**config.mk**
```make
export PLATFORM = sky130hd
export DESIGN_NAME = mxb_bridge
export DESIGN_NICKNAME = d
export VERILOG_FILES = /design/src/rtl/mxb_pkg.sv /design/src/rtl/mxb_ctrl.sv /design/src/rtl/mxb_hold.sv /design/src/rtl/mxb_pins.sv /design/src/rtl/mxb_bridge.sv
export SDC_FILE = /design/constraint.sdc
export NUM_CORES = 1
export LEC_CHECK = 0
export ABC_AREA = 1
export ABC_CLOCK_PERIOD_IN_PS = 2060
export BUFFER_PORTS_ARGS = -buffer_cell sky130_fd_sc_hd__buf_4
export CORE_AREA = 2 2 47 71
export CTS_CLUSTER_DIAMETER = 50
export DETAILED_ROUTE_END_ITERATION = 10
export DIE_AREA = 0 0 49 73
export PLACE_DENSITY = 0.72
export SYNTH_ARGS = -nofsm -noshare
export SYNTH_HDL_FRONTEND = slang
export SYNTH_HIERARCHICAL = 1
export SYNTH_SLANG_ARGS = --single-unit
```
**constraint.sdc**
```tcl
create_clock -name clk -period 2.06 [get_ports clk]
set_clock_uncertainty 0.05 [all_clocks]
set_input_delay 0.412 -clock clk [delete_from_list [all_inputs] [get_ports clk]]
set_output_delay 0.412 -clock clk [all_outputs]
set_load 0.03 [all_outputs]
```
**src/rtl/mxb_pkg.sv**
```systemverilog
package mxb_pkg;

    parameter int unsigned MXB_BUS_W = 8;

    // Port mode codes presented on the two mode pins
    typedef enum logic [1:0] {
        PM_IDLE  = 2'b00,
        PM_ADDR  = 2'b01,
        PM_READ  = 2'b10,
        PM_WRITE = 2'b11
    } pmode_e;

    // Sequencer steps: each phase is a setup cycle then a strobe cycle
    typedef enum logic [2:0] {
        ST_IDLE     = 3'd0,
        ST_A_SETUP  = 3'd1,
        ST_A_STROBE = 3'd2,
        ST_D_SETUP  = 3'd3,
        ST_D_STROBE = 3'd4,
        ST_RELEASE  = 3'd5
    } step_e;

    // Request captured from the host when an access is accepted
    typedef struct packed {
        logic                 is_wr;
        logic [MXB_BUS_W-1:0] addr;
        logic [MXB_BUS_W-1:0] wdata;
    } xfer_t;

    function automatic step_e step_next(input step_e s, input logic start);
        case (s)
            ST_IDLE:     return start ? ST_A_SETUP : ST_IDLE;
            ST_A_SETUP:  return ST_A_STROBE;
            ST_A_STROBE: return ST_D_SETUP;
            ST_D_SETUP:  return ST_D_STROBE;
            ST_D_STROBE: return ST_RELEASE;
            default:     return ST_IDLE;
        endcase
    endfunction

    function automatic pmode_e step_mode(input step_e s, input logic is_wr);
        case (s)
            ST_A_SETUP, ST_A_STROBE: return PM_ADDR;
            ST_D_SETUP, ST_D_STROBE: return is_wr ? PM_WRITE : PM_READ;
            default:                 return PM_IDLE;
        endcase
    endfunction

    function automatic logic step_is_strobe(input step_e s);
        return (s == ST_A_STROBE) || (s == ST_D_STROBE);
    endfunction

    function automatic logic step_is_busy(input step_e s);
        return (s != ST_IDLE) && (s != ST_RELEASE);
    endfunction

endpackage

```
**src/rtl/mxb_ctrl.sv**
```systemverilog
module mxb_ctrl
    import mxb_pkg::*;
(
    input  logic  clk,
    input  logic  rst,
    input  logic  start,
    output step_e step,
    output logic  accept
);

    step_e step_q;

    assign accept = (step_q == ST_IDLE) && start;
    assign step   = step_q;

    always_ff @(posedge clk) begin
        if (rst) begin
            step_q <= ST_IDLE;
        end else begin
            step_q <= step_next(step_q, start);
        end
    end

endmodule

```
**src/rtl/mxb_hold.sv**
```systemverilog
module mxb_hold
    import mxb_pkg::*;
#(
    parameter int unsigned BUS_W = MXB_BUS_W
) (
    input  logic             clk,
    input  logic             rst,
    input  logic             accept,
    input  step_e            step,
    input  logic             host_wr,
    input  logic [BUS_W-1:0] host_addr,
    input  logic [BUS_W-1:0] host_wdata,
    input  logic [BUS_W-1:0] pin_in,
    output xfer_t            cur,
    output logic [BUS_W-1:0] rdata
);

    xfer_t            cur_q;
    logic [BUS_W-1:0] rdata_q;
    logic             capture;

    // The read sample is taken at the edge that closes the read strobe cycle
    assign capture = (step == ST_D_STROBE) && !cur_q.is_wr;

    always_ff @(posedge clk) begin
        if (rst) begin
            cur_q   <= '0;
            rdata_q <= '0;
        end else begin
            if (accept) begin
                cur_q.is_wr <= host_wr;
                cur_q.addr  <= host_addr;
                cur_q.wdata <= host_wdata;
            end
            if (capture) begin
                rdata_q <= pin_in;
            end
        end
    end

    assign cur   = cur_q;
    assign rdata = rdata_q;

endmodule

```
**src/rtl/mxb_pins.sv**
```systemverilog
module mxb_pins
    import mxb_pkg::*;
#(
    parameter int unsigned BUS_W = MXB_BUS_W
) (
    input  step_e            step,
    input  xfer_t            cur,
    output logic [BUS_W-1:0] ad_out,
    output logic             ad_oe,
    output logic [1:0]       mode,
    output logic             pclk
);

    pmode_e m;

    always_comb begin
        m      = step_mode(step, cur.is_wr);
        mode   = m;
        pclk   = step_is_strobe(step);
        ad_oe  = (m == PM_ADDR) || (m == PM_WRITE);
        ad_out = '0;
        if (m == PM_ADDR) begin
            ad_out = cur.addr;
        end else if (m == PM_WRITE) begin
            ad_out = cur.wdata;
        end
    end

endmodule

```
**src/rtl/mxb_bridge.sv**
```systemverilog
module mxb_bridge
    import mxb_pkg::*;
#(
    parameter int unsigned BUS_W = MXB_BUS_W
) (
    input  logic             clk,
    input  logic             rst,
    input  logic             h_cs,
    input  logic             h_rd,
    input  logic             h_wr,
    input  logic [BUS_W-1:0] h_addr,
    input  logic [BUS_W-1:0] h_wdata,
    output logic [BUS_W-1:0] h_rdata,
    output logic             h_wait,
    output logic [BUS_W-1:0] p_ad_out,
    output logic             p_ad_oe,
    input  logic [BUS_W-1:0] p_ad_in,
    output logic [1:0]       p_mode,
    output logic             p_clk
);

    step_e step;
    logic  start;
    logic  accept;
    xfer_t cur;

    assign start  = h_cs && (h_rd || h_wr);
    assign h_wait = step_is_busy(step) || accept;

    mxb_ctrl u_ctrl (
        .clk    (clk),
        .rst    (rst),
        .start  (start),
        .step   (step),
        .accept (accept)
    );

    mxb_hold #(.BUS_W(BUS_W)) u_hold (
        .clk        (clk),
        .rst        (rst),
        .accept     (accept),
        .step       (step),
        .host_wr    (h_wr),
        .host_addr  (h_addr),
        .host_wdata (h_wdata),
        .pin_in     (p_ad_in),
        .cur        (cur),
        .rdata      (h_rdata)
    );

    mxb_pins #(.BUS_W(BUS_W)) u_pins (
        .step   (step),
        .cur    (cur),
        .ad_out (p_ad_out),
        .ad_oe  (p_ad_oe),
        .mode   (p_mode),
        .pclk   (p_clk)
    );

endmodule

```
==> metrics.csv <==
metric,value,unit
outcome,"complete, no violations",
p_comb_frac,0.274,
core_area,3030,sq um
required,1.60,ns
maxClockFrequency,524,MHz
clk_pin_slew,0.09,ns
max-cap-violations,0,
antenna_left,0,
place.gp.congestion,0.769,
layout-drive-gt1-share,0.322,
worst_ep_arrival_time,1.45,ns
worst-path-max-fanout,10,
finalHoldViolCount,0,
synth_cell_type_count,24,
synthMuxAreaShare,0,
synthCells,192,
first_iter_violations,35,
worstSkewPairLatency,0.27,ns
finalSetupViolations,0,
io_pins,50,
power_density,715,nW/um^2
criticalPathCategory,flip-flop to output pin,
p_seq_frac,0.498,
holdPathStages,2,
cts_tree,done,
cts.path.max_buffers,2,
ys_ff_latch,28,
dpl.hpwl,2220,microns
firstDrtPassIters,4,
numCtsBuffers,3,
start_util,0.449,
critPathCaptureType,output pin,
grt_usage,0.185,
syn_nets,221,
power.internal,858,uW
synthSimpleGateAreaFrac,0.360,
finalMaxSlewViolations,0,
fin_crit_sh,0.927,
synth-compound-area-share,0.125,
cts_setup_buffers,0,
p_sw_frac,0.324,
avgSynthCellArea,7.10,sq um
vias_per_cell,4.91,
min_path_type,input pin to flip-flop,
nNetsFinal,267,
hold_buffers,0,
p_clk_frac,0.228,
syn2layout_area_growth,30.5,%
antenna_found_initial,0,
port_buffers,49,
switching_power,412,uW
fin_tns_setup,0,ns
dieArea,3580,sq um
root_buffer,clkbuf_8,
synthXorXnorAreaFrac,0,
overflow,0,
worstRegToRegCells,7,
die_w,49,microns
ir_worst_vdd,0.000486,V
h-tree-depth,1,
synthesis.area,1360,sq um
die_y,73,microns
period_minus_slack,1.91,ns
grt_first_pass_wirelength,5170,microns
ys_warn_count,6,
wire_per_inst,10.9,microns
start_kind,flip-flop,
cts.sinks,28,
worst_pin_slew,0.670,ns
slew_headroom,0.553,
synthAdderAreaFrac,0,
rsz0062_at_grt,no,
antennaDiodeCount,0,
grt_max_degree,26,
drc,0,
ys_seq_area_frac,0.411,
drt-total-wl,3020,microns
vias,1354,
leakagePower,0.000876,uW
grt_pass1_vias,1220,
num_rows,25,
synth_top_family_by_area,simple AND/OR/NAND/NOR gates,
fin_util,0.586,
[metrics by stage]
stage | std cells | area, sq um | total power, uW | setup WS [ns] | hold WS, ns
global route | 276 | 1780 | 1360 | 0.0652 | 0.242
global placement | 273 | 1730 | 988 | 0.355 | 0.417
finish | 276 | 1780 | 1270 | 0.151 | 0.255
CTS | 276 | 1770 | 1280 | 0.0238 | 0.250
floorplan | 192 | 1360 | 881 | 0.266 | 0.403
detailed placement | 273 | 1730 | 990 | 0.347 | 0.425
[repair_timing]
| item | 4_1_cts | 5_1_grt |
|---|---|---|
| endpoints found under the hold margin | 0 | 0 |
| setup endpoints to repair | 0 | 10 |
| resized for setup | 0 | 4 |
[layout make-up]
cell class | instances | area (sq um)
well taps | 40 | 50.0
flip-flops and latches | 28 | 564
fillers | 304 | 1260
clock buffers | 3 | 41.3
multi-input cells | 136 | 668
inverters | 17 | 63.8
repair buffers | 52 | 390
[power by group through the flow]
| stage | Combinational (uW) | Sequential (uW) | Clock, uW |
|---|---|---|---|
| 2_1_floorplan | 243 | 638 | 0 |
| 3_3_place_gp | 343 | 645 | 0 |
| 3_5_place_dp | 346 | 644 | 0 |
| 4_1_cts | 348 | 632 | 305 |
| 5_1_grt | 385 | 641 | 332 |
| 6_report | 348 | 633 | 290 |
[worst max-delay path, stage by stage, from the launching register on]
cell	delay, ns
dfxtp_2	0.38
o21ai_2	0.37
nand4_1	0.15
nand2_1	0.11
buf_4	0.16
[logic make-up after synthesis]
kind of cell    count (synthesis)
flops                          28
simple gates                  107
buf+inv                        28
compound gates                 29
[flip-flops by register name, indices dropped and copies added (netlist names)]
name and cells:
u_hold/cur 17, u_hold/rdata 8, u_ctrl/step 3
[path summary, 6_finish.rpt]
check                   from              end  slack (ns)
max           u_ctrl/step[0]      p_ad_out[4]        0.15
max reg2reg   u_ctrl/step[0]   u_hold/cur[16]        0.55
min reg2reg  u_hold/rdata[0]  u_hold/rdata[0]        0.44
min                      rst   u_ctrl/step[1]        0.25
[placed cells by master (no fill, tap or decap), drive strengths merged]
master and n:
buf 52, nor2 51, dfxtp 28, nand2 25
o21ai 19, inv 17, nand4 16, nand3 11
a21oi 9, clkbuf 3, o21a 1, nor3b 1
or2 1, and2 1, nand3b 1
[per-layer routing]
layer	track usage	part of all wire
met5	0	0
met4	0.117	0.035
met3	0.0287	0.047
met2	0.341	0.49
met1	0.195	0.43
[Yosys cell counts]
library cell,instances,share of area
nor2_1,49,0.13
dfxtp_1,28,0.41
nand2_1,20,0.055
nand4_1,16,0.073
inv_1,14,0.039
o21ai_0,13,0.048
nand3_1,11,0.040
a21oi_1,5,0.018
buf_2,5,0.018
a21oi_2,4,0.026
nand2_2,4,0.018
o21ai_1,4,0.015
buf_6,3,0.025
inv_2,3,0.0083
buf_4,2,0.011
nor2_2,2,0.0092
o21ai_2,2,0.013
and2_1,1,0.0046
buf_1,1,0.0028
nand2_4,1,0.0083
nand3b_1,1,0.0055
nor3b_1,1,0.0055
o21a_1,1,0.0055
or2_1,1,0.0046
Power figures use the tool's default switching activity.
